**src/rtl/ctl_xfer_resolve.sv**
```systemverilog
module ctl_xfer_resolve (
  input  logic        clk,
  input  logic        rst,
  input  logic [31:0] instr,
  input  logic [31:0] pc,
  input  logic [31:0] opnd_a,
  input  logic [31:0] opnd_b,
  output logic        taken,
  output logic        annul,
  output logic        link_we,
  output logic        illegal,
  output logic [31:0] target,
  output logic [31:0] link_value
);
  localparam logic [5:0] OP_COND = 6'd1;
  localparam logic [5:0] OP_J    = 6'd2;
  localparam logic [5:0] OP_JL   = 6'd3;
  localparam logic [5:0] OP_EQ   = 6'd4;
  localparam logic [5:0] OP_NE   = 6'd5;
  localparam logic [5:0] OP_LE   = 6'd6;
  localparam logic [5:0] OP_GT   = 6'd7;
  localparam logic [5:0] OP_EQL  = 6'd20;
  localparam logic [5:0] OP_NEL  = 6'd21;
  localparam logic [5:0] OP_LEL  = 6'd22;
  localparam logic [5:0] OP_GTL  = 6'd23;

  logic [5:0]  op;
  logic [4:0]  code;
  logic [31:0] br_tgt, jmp_tgt;
  logic        eq, a_neg, a_zero;

  assign op      = instr[31:26];
  assign code    = instr[20:16];
  assign br_tgt  = pc + 32'd4 + {{14{instr[15]}}, instr[15:0], 2'b00};
  assign jmp_tgt = {pc[31:28], instr[25:0], 2'b00};
  assign eq      = (opnd_a == opnd_b);
  assign a_neg   = opnd_a[31];
  assign a_zero  = (opnd_a == 32'd0);

  logic        n_tk, n_an, n_lk, n_il, hit, cnd, lik;
  logic [31:0] n_tg;

  always_comb begin
    n_tk = 1'b0;
    n_an = 1'b0;
    n_lk = 1'b0;
    n_il = 1'b0;
    n_tg = br_tgt;
    hit  = 1'b0;
    cnd  = 1'b0;
    lik  = 1'b0;
    case (op)
      OP_J:  begin n_tk = 1'b1; n_tg = jmp_tgt; end
      OP_JL: begin n_tk = 1'b1; n_tg = jmp_tgt; n_lk = 1'b1; end
      OP_EQ, OP_EQL: begin hit = 1'b1; cnd = eq; lik = op[4]; end
      OP_NE, OP_NEL: begin hit = 1'b1; cnd = !eq; lik = op[4]; end
      OP_LE, OP_LEL: begin hit = 1'b1; cnd = a_neg | a_zero; lik = op[4]; end
      OP_GT, OP_GTL: begin hit = 1'b1; cnd = !a_neg & !a_zero; lik = op[4]; end
      OP_COND: begin
        case (code)
          5'h00, 5'h01, 5'h02, 5'h03, 5'h10, 5'h11, 5'h12, 5'h13: begin
            hit  = 1'b1;
            cnd  = code[0] ? !a_neg : a_neg;
            lik  = code[1];
            n_lk = code[4];
          end
          default: n_il = 1'b1;
        endcase
      end
      default: ;
    endcase
    if (hit) begin
      n_tk = cnd;
      n_an = lik & !cnd;
    end
  end

  always_ff @(posedge clk) begin
    if (rst) begin
      taken      <= 1'b0;
      annul      <= 1'b0;
      link_we    <= 1'b0;
      illegal    <= 1'b0;
      target     <= 32'd0;
      link_value <= 32'd0;
    end else begin
      taken      <= n_tk;
      annul      <= n_an;
      link_we    <= n_lk;
      illegal    <= n_il;
      target     <= n_tg;
      link_value <= pc + 32'd8;
    end
  end
endmodule

```
**config.mk**
```make
export PLATFORM = sky130hd
export DESIGN_NAME = ctl_xfer_resolve
export DESIGN_NICKNAME = d
export VERILOG_FILES = /design/src/rtl/ctl_xfer_resolve.sv
export SDC_FILE = /design/constraint.sdc
export NUM_CORES = 1
export LEC_CHECK = 0
export BUFFER_PORTS_ARGS = -buffer_cell sky130_fd_sc_hd__buf_2
export CORE_UTILIZATION = 49
export DETAILED_ROUTE_END_ITERATION = 7
export PLACE_DENSITY = 0.9
export SYNTH_ARGS = -nofsm -noshare
export SYNTH_HDL_FRONTEND = slang
export SYNTH_SLANG_ARGS = --single-unit
```
**constraint.sdc**
```tcl
create_clock -name clk -period 4.05 [get_ports clk]
set_clock_uncertainty 0.15 [all_clocks]
set_input_delay 0 -clock clk [delete_from_list [all_inputs] [get_ports clk]]
set_output_delay 0 -clock clk [all_outputs]
set_load 0.1 [all_outputs]
```
==> results, run 1 <==
- The die height is 101 µm.
- No sink is reached through more buffers than the 2 on the longest clock path.
- Clock-pin slew was measured on the worst setup and hold paths at 0.08 ns.
- During I/O placement, the number of pins put on the boundary was 198.
- The leakage power is ~3.5 nW.
- The filler-free cell count of the finished design is 1002.
- The top cell type by area accounts for between 20 and 30% of the synthesized area.
- The initial standard-cell utilization of the core is 51.3%.
- The most frequently used flop master after synthesis is sky130_fd_sc_hd__dfxtp_1.
- The number of warnings reported in the yosys synthesis log is 0.
- Global routing used 35.1% of the available tracks across all layers.
- The flow ran to the end, and the final reports show no timing, DRC or antenna violations.
- The number of standard-cell rows in the floorplan is 35.
- The worst setup margin is 0.0478 ns.
- The number of global-route vias before repair is 5904.
- The power density over the cells is ~380 nW/µm².
- The global-route wire length before repair is approximately 28 mm.
- The fraction of registers with async set/reset is 0%.
- The estimated wirelength of the detail-placed design is 10.8 mm.
- The die covers 10200 µm².
- Fill cells in the final layout number 598.
- The tree is rooted in a sky130_fd_sc_hd__clkbuf_8.
- The maximum resistive drop on vdd is 0.263 mV.
- The path class of the tightest hold or removal check is input port to flip-flop.
- The path with the worst hold slack has its endpoint at annul.
- The count of pins over their slew limit is 0.
- The normalized max-slew margin is 32.5%.
- The region available for standard cell placement spans 9330 µm².
- Setup total negative slack on the finished layout was measured at 0 ns.
- The source of the worst hold timing path is opnd_a[31].
- The detailed-router iteration count before antenna repair is 6.
- The post-synthesis cell type with the largest combined area is sky130_fd_sc_hd__dfxtp_1.
- The cell area that synthesis handed to floorplanning was 4780 µm².
- The layout-stage area growth over the synthesis result is 48.2%.
- The final routed wirelength across all metal layers is roughly 18 mm.
- The post-synthesis sequential area ratio is 28.5%.
- The cell total after placement is 887.
- The initial antenna violation count is 0.
- The number of antenna diodes in the final layout is 0.
- After the first detailed-routing iteration, the DRC count stood at 391.
- In this run, synthesis inferred 0 flip-flops with an integrated enable.
- The number of synthesized register bits is 68.
- Entering global routing, the biggest net connects 49 pins.
- Counting I/O delays and the setup requirement, the final critical path takes 4.00 ns.
- The portion of the clock cycle consumed by the worst path in the final layout is 98.8%.
- Along the worst hold path, the cell count comes to 4.
- The critical path launch point type is an input port.
- Averaged over all synthesized cells, the footprint is 8.26 µm².
- The actual transition at the worst max-transition pin is 1.01 ns.
- Cells with a size suffix above 1 make up 26.6% of the layout.
- The routed via count is 5796.
- TritonCTS built the clock tree.
- The synthesized netlist contains 55 unique library cells.
- STA classifies the critical path endpoint as a flip-flop.
- The count of final setup violators is 0.
- The number of nets still failing antenna checks after routing is 0.
- The reported max-cap violation count is 0.
- The total overflow reported by the global router is 0.
- The global placement routability congestion is 0.896.
- The count of buffers added on input and output ports is 197.
- In the routed layout, each cell is associated on average with a via count of 5.78.
- By area the synthesized netlist is led by sky130_fd_sc_hd__dfxtp_1 28%, sky130_fd_sc_hd__ha_1 15%, sky130_fd_sc_hd__xor2_1 11%.
- The final hold violation count was 0.
- Along the worst path, the maximum fanout reaches 5.
- The net count after synthesis is 768.
- After detailed routing, the average wire length per cell comes to approximately 18 µm.
- After the last flow step, the layout net total stands at 1058.
- The die boundary width is 101 µm.
- The data required time of the worst path is 4.15 ns.
- The setup slack after placement is around 0.82 ns.
- Based on the critical path, the design can be clocked at up to approximately 250 MHz.
- The worst setup path is of the input port to flip-flop kind.
- After technology mapping, the gate count stands at 579.
- Data arrives at the worst endpoint at 4.10 ns.
- The count of H-tree levels built during CTS is 3.
- Clock tree synthesis found a total of 68 sinks.
- The number of buffers created by CTS is 9.
- In the routed design, unresolved DRC markers number 0.
## cells in the final DEF (no fill, tap or decap), types with 18 or more instances in the layout
cell type,netlist,routed
sky130_fd_sc_hd__xor2_1,58,58
sky130_fd_sc_hd__xnor2_1,20,20
sky130_fd_sc_hd__a21o_1,18,18
sky130_fd_sc_hd__a21oi_1,46,46
sky130_fd_sc_hd__dfxtp_1,68,68
sky130_fd_sc_hd__ha_1,58,57
sky130_fd_sc_hd__nand2_1,63,63
sky130_fd_sc_hd__buf_2,2,196
sky130_fd_sc_hd__dlygate4sd3_1,0,95
sky130_fd_sc_hd__nor4_1,20,20
sky130_fd_sc_hd__nor2_1,60,59
## power by group
group          internal [mW]  total (mW)  switching, mW
registers              0.738       0.760         0.0216
logic                  0.378        1.29          0.910
clock network          0.361       0.645          0.285
total                   1.48        2.69           1.22
## state kept, by name (all words and copies together) (netlist names)
signal	flops
illegal	1
taken	1
link_value	32
annul	1
target	32
link_we	1
## cell usage after synthesis (all sizes together) (5+ instances only)
master  instances
a21oi          46
xnor2          20
a21o           18
nand4          13
xor2           58
a211oi          6
nor2b           5
nor3           13
and3            9
clkbuf         18
nor4           20
o21ai          14
nand3          17
nor2           60
dfxtp          68
and2            6
inv            11
nand2          64
ha             58
## per-layer routing
layer  GRT usage [%]  share of wire [%]  up-vias  wire (µm)
li1                -                  -     2639          -
met1            38.9                 37     2676       6670
met2            60.1                 49      370       8770
met3            10.1                8.8      111       1590
met4            20.2                5.5        0        992
met5               0                  0        -          0
## cell type report
| cell class | instances | area [µm²] | share of cell area (%) |
|---|---|---|---|
| Clock inverter | 4 | 73.8 | 1.04 |
| Tap cell | 129 | 161 | 2.28 |
| Timing Repair Buffer | 300 | 2000 | 28.2 |
| Inverter | 11 | 41.3 | 0.583 |
| Sequential cell | 68 | 1360 | 19.2 |
| Clock buffer | 11 | 141 | 2.00 |
| Multi-Input combinational cell | 479 | 3310 | 46.7 |
## worst max-delay path: stages
cell                            delay [ns]
sky130_fd_sc_hd__dlygate4sd3_1        0.55
sky130_fd_sc_hd__buf_2                0.17
sky130_fd_sc_hd__ha_1                 0.29
sky130_fd_sc_hd__ha_2                 0.22
sky130_fd_sc_hd__fa_2                 0.42
sky130_fd_sc_hd__a211oi_2             0.22
sky130_fd_sc_hd__nor2_2               0.11
sky130_fd_sc_hd__o31ai_4              0.28
sky130_fd_sc_hd__o211ai_2             0.16
sky130_fd_sc_hd__o311ai_2             0.36
sky130_fd_sc_hd__nand2_1              0.16
sky130_fd_sc_hd__a2111o_1             0.45
sky130_fd_sc_hd__o21ai_1              0.09
sky130_fd_sc_hd__nor3_1               0.06
sky130_fd_sc_hd__dlygate4sd3_1        0.57
## metrics by stage
stage | total power [mW] | area [µm²] | utilization, % | hold WS (ns)
after floorplan | 1.67 | 4780 | - | -0.0776
after global placement | 1.90 | 5860 | 62.9 | 0.0893
after detailed placement | 1.91 | 5860 | 62.9 | 0.0913
after CTS | 2.62 | 7030 | 75.4 | 0.0185
after global routing | 2.79 | 7090 | 76.0 | 0.0706
final | 2.69 | 7090 | 76.0 | 0.0530
## how the worst max path moves through the flow
stage	startpoint	end	depth (start not counted)
5_1_grt	pc[3]	target[27]	15
2_1_floorplan	instr[1]	target[31]	12
4_1_cts	pc[3]	target[27]	15
3_5_place_dp	pc[3]	target[31]	13
6_report	pc[3]	target[27]	15
3_3_place_gp	pc[3]	target[31]	13
## cells by family after synthesis
logic type | after synthesis | synth area share, %
simple gates | 223 | 22.3
mux | 3 | 0.654
fa+ha+maj | 59 | 15.6
xor+xnor | 78 | 14.3
compound gates | 116 | 16.0
flops | 68 | 28.5
buf+inv | 32 | 2.72
## repair_timing
action | in CTS | in global routing
resized for setup | 0 | 5
hold buffers | 95 | 0
endpoints found under the setup margin | 0 | 1
setup buffers | 0 | 5
hold endpoints to repair | 68 | 0
Power figures use the tool's default switching activity.
==> run 2: changes to the inputs <==
--- a/config.mk
+++ b/config.mk
@@ -6,9 +6,9 @@
 export NUM_CORES = 1
 export LEC_CHECK = 0
 export BUFFER_PORTS_ARGS = -buffer_cell sky130_fd_sc_hd__buf_2
-export CORE_UTILIZATION = 49
+export CORE_UTILIZATION = 44
 export DETAILED_ROUTE_END_ITERATION = 7
-export PLACE_DENSITY = 0.9
+export PLACE_DENSITY = 0.86
 export SYNTH_ARGS = -nofsm -noshare
 export SYNTH_HDL_FRONTEND = slang
 export SYNTH_SLANG_ARGS = --single-unit
==> constraint.sdc (replaced) <==
create_clock -name clk -period 3.3 [get_ports clk]
set_clock_uncertainty 0.15 [all_clocks]
set_input_delay 0.66 -clock clk [delete_from_list [all_inputs] [get_ports clk]]
set_output_delay 0.66 -clock clk [all_outputs]
set_load 0.1 [all_outputs]
==> results, run 2 (synthesis results as in run 1) <==
- The largest fanout on the critical path is 3 (-2).
- The fraction of layout cells with a size suffix above 1 was 37.0% (+10 points).
- The endpoint type of the worst setup path is a flip-flop.
- The count of routing violations after the opening detailed-route iteration was 301 (-23%).
- The cell total after placement is 962 (+8.5%).
- The die boundary width is 106 µm (+5.4%).
- The filler-free cell count of the finished design is 984 (-1.8%).
- The number of placed I/O pins is 198 (unchanged).
- The worst setup margin is -0.0133 ns (-0.0611 ns).
- The die height is 106 µm (+5.4%).
- The data required time of the worst path is 3.38 ns (-0.77 ns).
- The CTS clock-pin slew for the worst setup and hold paths is 0.08 ns (about the same).
- The worst setup path is launched from an input port.
- The class of the most critical setup path is input port to flip-flop.
- The final net count came to 1031 (-2.6%).
- The estimated wirelength of the detail-placed design is 12.0 mm (+11%).
- The run finished, with violations left.
- The total overflow reported by the global router is 0 (unchanged).
- The leakage power is 3.41 nW (-2.4%).
- The layout-stage area growth over the synthesis result is 41.0%.
- The most common library cell in the layout ignoring fill and taps is sky130_fd_sc_hd__buf_2.
- The class of the tightest hold or removal check is input port to flip-flop.
- The number of nets still failing antenna checks after routing is 0 (unchanged).
- The cell that appears most often on the critical path is sky130_fd_sc_hd__ha_4.
- The count of pins over their slew limit is 0 (unchanged).
- The actual transition at the worst max-transition pin is 0.595 ns (-0.417 ns).
- The startpoint identified for the worst hold timing path is instr[22].
- The area of the core region is 10400 µm² (+12%).
- The count of H-tree levels built during CTS is 3 (unchanged).
- The final hold violation count came to 0 (unchanged).
- The initial standard-cell utilization of the core is 45.9% (-5.4 points).
- The standard cell area after detailed placement is 6420 µm² (+9.6%).
- The cell depth of the worst min-delay path is 3 (-1).
- The post-detailed-route wirelength per cell is 15.7 µm (-13%).
- In the layout the commonest cells are 195 x sky130_fd_sc_hd__buf_2, 76 x sky130_fd_sc_hd__buf_4, 68 x sky130_fd_sc_hd__dfxtp_1, 62 x sky130_fd_sc_hd__nand2_1, 59 x sky130_fd_sc_hd__nor2_1.
- The die outline area came to 11300 µm² (+11%).
- The global-route wire length before repair came to 23.7 mm (-14%).
- The largest stage delay on the critical path came to 0.42 ns (-0.15 ns).
- The reported max-cap violation count is 0 (unchanged).
- The number of buffers created by CTS is 9 (unchanged).
- Counting I/O delays and the setup requirement, the final critical path takes 3.31 ns.
- The final instance area was 6740 µm² (-4.8%).
- The buffer type at the clock tree root is sky130_fd_sc_hd__clkbuf_8.
- The via density per instance is 5.42 (-6.4%).
- The final routed wirelength across all metal layers was 15.4 mm (-14%).
- The detailed-router iteration count before antenna repair is 5 (-1).
- The portion of the clock cycle consumed by the worst path in the final layout is 100%.
- The global placement routability congestion is 1.03 (+15%).
- The arrival time of the worst setup path was 3.39 ns (-0.71 ns).
- The TritonCTS sink count is 68 (unchanged).
- Setup repair after global routing could not meet its margin everywhere.
- The highest attainable clock frequency is 302 MHz.
- The routed via count is 5330 (-8.0%).
- The overall fraction of global-route tracks in use is 26.7% (-8.4 points).
- The number of standard-cell rows in the floorplan was 37 (+5.7%).
- The normalized max-slew margin is 60.4% (+28 points).
- The count of final setup violators came to 1 (+1).
- The number of buffers inserted by hold repair at cts is 0 (-100%).
- The number of remaining DRC errors is 0 (unchanged).
- The critical path's slowest cell is sky130_fd_sc_hd__a2111o_1.
- The maximum number of pins on one net before global-route repair is 42 (-14%).
- The number of global-route vias before repair is 5106 (-14%).
- The checks that failed: negative setup slack.
- The path with the worst hold slack has its endpoint at target[24].
- The maximum resistive drop on vdd is 0.431 mV (+64%).
- The number of fillers in the final layout was 902 (+51%).
- The buffer depth of the longest clock path is 2 (unchanged).
- The power density over the cells is 475 nW/µm² (+25%).
- The largest registers in the layout are link_value x32, target x32.
- The initial antenna violation count is 2 (+2).
- The signal on the critical path passes through buf_8 > ha_4 > ha_4 > fa_2 > a211oi_2 > nor2_2 > o31ai_4 > o211ai_2 > o311ai_4 > buf_4 > nand2_4 > a2111o_1 > o21ai_1 > nor3_1.
- The number of port buffers is 197 (unchanged).
- The CTS tree is done.
-- run 2: power by group --
group / total [mW] / leakage (nW) / internal, mW / switching (mW)
logic: 1.58 / 2.74 / 0.484 / 1.10
clock network: 0.698 / 0.0962 / 0.349 / 0.349
registers: 0.926 / 0.566 / 0.905 / 0.0208
-- run 2: routing by layer --
layer / up-vias / global-route usage, % / share of wire, %
met2: 225 / 45.6 / 48
met1: 2457 / 31.9 / 41
met3: 55 / 5.27 / 6.7
met4: 2 / 13.2 / 3.9
li1: 2591 / - / -
met5: - / 0 / 0.084
-- run 2: final cells by class --
class | count | area [µm²] | area share, %
clock buffers | 10 | 128 | 1.89
repair buffers | 273 | 1570 | 23.3
well taps | 136 | 170 | 2.52
clock inverters | 6 | 65.1 | 0.965
diodes | 1 | 2.50 | 0.0371
flip-flops and latches | 68 | 1360 | 20.2
multi-input cells | 479 | 3400 | 50.5
inverters | 11 | 41.3 | 0.612
-- run 2: timing repair --
item / CTS / global route
buffers inserted: 1 / 4
endpoints found under the setup margin: 1 / 3
pin swaps: 3 / 13
gates resized for setup: 2 / 15
hold endpoints to repair: 0 / 0
-- run 2: how the worst max path moves through the flow --
stage,startpoint,endpoint,slack [ns],depth (start not counted)
2_1_floorplan,instr[1],target[31],-0.13,12
3_3_place_gp,instr[1],target[31],-0.36,13
3_5_place_dp,instr[1],target[31],-0.50,13
4_1_cts,instr[1],target[31],0.02,13
5_1_grt,pc[3],target[27],-0.09,14
6_report,pc[3],target[27],-0.01,14
-- run 2: worst max-delay path: cells and delay by family --
family          cells  cell delay, ns
compound gates      6            1.50
fa+ha+maj           3            0.73
buf+inv             2            0.29
simple gates        3            0.20
-- run 2: metrics by stage --
| step | hold slack [ns] | power, mW | utilization, % | TNS, ns | setup WS (ns) |
|---|---|---|---|---|---|
| 6_report | 0.392 | 3.20 | 64.7 | -0.0133 | -0.0133 |
| 5_1_grt | 0.405 | 3.35 | 64.7 | -0.175 | -0.0942 |
| 4_1_cts | 0.386 | 3.18 | 63.7 | 0 | 0.0249 |
| 3_5_place_dp | 0.762 | 2.47 | 61.7 | -2.25 | -0.505 |
| 3_3_place_gp | 0.756 | 2.45 | 61.7 | -1.52 | -0.360 |
| 2_1_floorplan | 0.582 | 2.05 | - | -0.131 | -0.131 |
==> run 3: changes to the inputs <==
--- a/config.mk
+++ b/config.mk
@@ -8,6 +8,7 @@
 export BUFFER_PORTS_ARGS = -buffer_cell sky130_fd_sc_hd__buf_2
 export CORE_UTILIZATION = 44
 export DETAILED_ROUTE_END_ITERATION = 7
+export GPL_TIMING_DRIVEN = 0
 export PLACE_DENSITY = 0.86
 export SYNTH_ARGS = -nofsm -noshare
 export SYNTH_HDL_FRONTEND = slang
==> results, run 3 (synthesis results as in run 1) <==
- The die boundary width is 106 µm (unchanged).
- The data required time of the worst path was 3.41 ns (+0.03 ns).
- The number of port buffers is 196 (-0.51%).
- The leakage power is 3.10 nW (-9.1%).
- Leaving out fill and tap cells, the most frequent cell in the layout is sky130_fd_sc_hd__buf_2.
- The endpoint type of the worst setup path is a flip-flop.
- The via density per instance is 5.44 (+0.49%).
- The initial antenna violation count came to 0 (-2).
- The final routed wirelength across all metal layers is 14.8 mm (-4.2%).
- The routed via count is 5073 (-4.8%).
- The final setup TNS is 0 ns (+0.0133 ns).
- The run finished with clean final reports.
- Setup repair after global routing could not meet its margin everywhere.
- The estimated wirelength of the detail-placed design came to 11.6 mm (-3.5%).
- The number of standard-cell rows in the floorplan is 37 (unchanged).
- In the final layout, the registers with the most flip-flops are link_value x32, target x32.
- The global placement routability congestion is 0.938 (-8.7%).
- The filler-free cell count of the finished design was 932 (-5.3%).
- The total overflow reported by the global router was 0 (unchanged).
- The arrival time of the worst setup path came to 3.40 ns (about the same).
- The post-detailed-route wirelength per cell is 15.9 µm (+1.1%).
- The fraction of layout cells with a size suffix above 1 came to 30.5% (-6.4 points).
- The final hold violation count is 0 (unchanged).
- The count of antenna diodes in the layout was 0 (-1).
- The final critical path time including I/O delays and setup is 3.30 ns (-0.0183 ns).
- The count of final setup violators is 0 (-1).
- The portion of the clock cycle consumed by the worst path in the final layout was 99.8% (-0.55 points).
- The class of the most critical setup path is input port to flip-flop.
- The global-route wire length before repair was 23.3 mm (-1.7%).
- The maximum resistive drop on vdd was 0.318 mV (-26%).
- The actual transition at the worst max-transition pin came to 0.746 ns (+0.151 ns).
- The number of placed I/O pins is 198 (unchanged).
- The number of global-route vias before repair was 4879 (-4.4%).
- The number of buffers created by CTS is 9 (unchanged).
- In the layout the commonest cells are 196 x sky130_fd_sc_hd__buf_2, 68 x sky130_fd_sc_hd__dfxtp_1, 63 x sky130_fd_sc_hd__nand2_1, 59 x sky130_fd_sc_hd__nor2_1, 58 x sky130_fd_sc_hd__xor2_1.
- The detailed-router iteration count before antenna repair is 5 (unchanged).
- The normalized max-slew margin is 50.3% (-10 points).
- The CTS clock-pin slew for the worst setup and hold paths is 0.09 ns (about the same).
- The number of remaining DRC errors is 0 (unchanged).
- The number of buffers inserted by hold repair at cts is 0 (unchanged).
- The final net count is 980 (-4.9%).
- The overall fraction of global-route tracks in use is 26.4% (-0.29 points).
- The logic gate share of total power is 47.0% (-2.3 points).
- The cell depth of the worst min-delay path is 2 (-1).
- The total internal power is 1.65 mW (-5.0%).
- The clock share of power is 23.1% (+1.3 points).
- The class of the tightest hold or removal check is input port to flip-flop.
- The tree is rooted in a sky130_fd_sc_hd__clkbuf_8.
- The power density over the cells was 494 nW/µm² (+4.0%).
- The fraction of power spent switching nets is 46.8% (+1.0 points).
- The die outline area is 11300 µm² (unchanged).
- The count of pins over their slew limit is 0 (unchanged).
- The die height is 106 µm (unchanged).
- The reported max-cap violation count is 0 (unchanged).
- The count of routing violations after the opening detailed-route iteration is 280 (-7.0%).
- The maximum number of pins on one net before global-route repair is 17 (-60%).
- The part of the power in registers is 29.8% (+0.9 points).
- The cell total after placement came to 911 (-5.3%).
- The largest fanout on the critical path came to 5 (+2).
- The buffer depth of the longest clock path is 2 (unchanged).
- The count of H-tree levels built during CTS is 3 (unchanged).
- The number of nets still failing antenna checks after routing is 0 (unchanged).
- The TritonCTS sink count was 68 (unchanged).
- The net switching power of the design is 1.45 mW (-1.0%).
- The initial standard-cell utilization of the core came to 45.9% (unchanged).
- TritonCTS built the clock tree.
- From synthesis to final layout, the design area changed by 31.3%.
- The highest attainable clock frequency came to 303 MHz (+0.55%).
- The area of the core region was 10400 µm² (unchanged).
- The critical path launch point type is an input port.
## run 3: final timing paths
check / startpoint / to / slack (ns)
max: pc[3] / target[31] / 0.005
min: pc[3] / link_value[3] / 0.32
## run 3: what timing repair did
item,in CTS,in global routing
pin swaps,4,11
setup buffers,2,3
endpoints found under the setup margin,3,3
resized for setup,4,10
endpoints found under the hold margin,0,0
## run 3: power by group through the flow
stage	sequential (mW)	combinational [mW]	clock, mW
floorplan	1.57	0.484	0
global placement	0.942	1.40	0
detailed placement	0.944	1.42	0
CTS	0.926	1.43	0.731
global route	0.935	1.55	0.770
finish	0.926	1.46	0.717
## run 3: critical path: stages
cell	delay [ns]
sky130_fd_sc_hd__buf_12	0.11
sky130_fd_sc_hd__ha_4	0.23
sky130_fd_sc_hd__ha_4	0.16
sky130_fd_sc_hd__fa_2	0.37
sky130_fd_sc_hd__a211oi_2	0.27
sky130_fd_sc_hd__nor2_2	0.10
sky130_fd_sc_hd__o31ai_4	0.27
sky130_fd_sc_hd__o211ai_2	0.16
sky130_fd_sc_hd__o311ai_4	0.31
sky130_fd_sc_hd__a21oi_2	0.10
sky130_fd_sc_hd__o21a_1	0.19
sky130_fd_sc_hd__o21ai_2	0.15
sky130_fd_sc_hd__mux2_4	0.31
## run 3: through the flow
step	hold WS, ns	total power [mW]	area, µm²	setup WS (ns)	utilization, %
after floorplan	0.582	2.05	4820	-0.131	-
after global placement	0.759	2.35	5980	-0.559	57.4
after detailed placement	0.760	2.36	5980	-0.631	57.4
after CTS	0.367	3.09	6210	0.0176	59.6
after global routing	0.314	3.25	6280	-0.0700	60.3
final	0.325	3.10	6280	0.00497	60.3
## run 3: metal layers
metal | up-vias | GRT usage [%] | routed length, µm
met3 | 34 | 6.01 | 891
li1 | 2486 | - | -
met2 | 167 | 44.5 | 7080
met5 | - | 0 | 0
met1 | 2386 | 32.8 | 6370
met4 | 0 | 9.82 | 435
## run 3: final cells by class
| cell class | instances | area [µm²] |
|---|---|---|
| Multi-Input combinational cell | 479 | 3380 |
| Clock inverter | 7 | 75.1 |
| Inverter | 11 | 41.3 |
| Timing Repair Buffer | 201 | 1040 |
| Tap cell | 136 | 170 |
| Buffer | 21 | 88.8 |
| Clock buffer | 9 | 124 |
| Fill cell | 941 | 4140 |
| Sequential cell | 68 | 1360 |
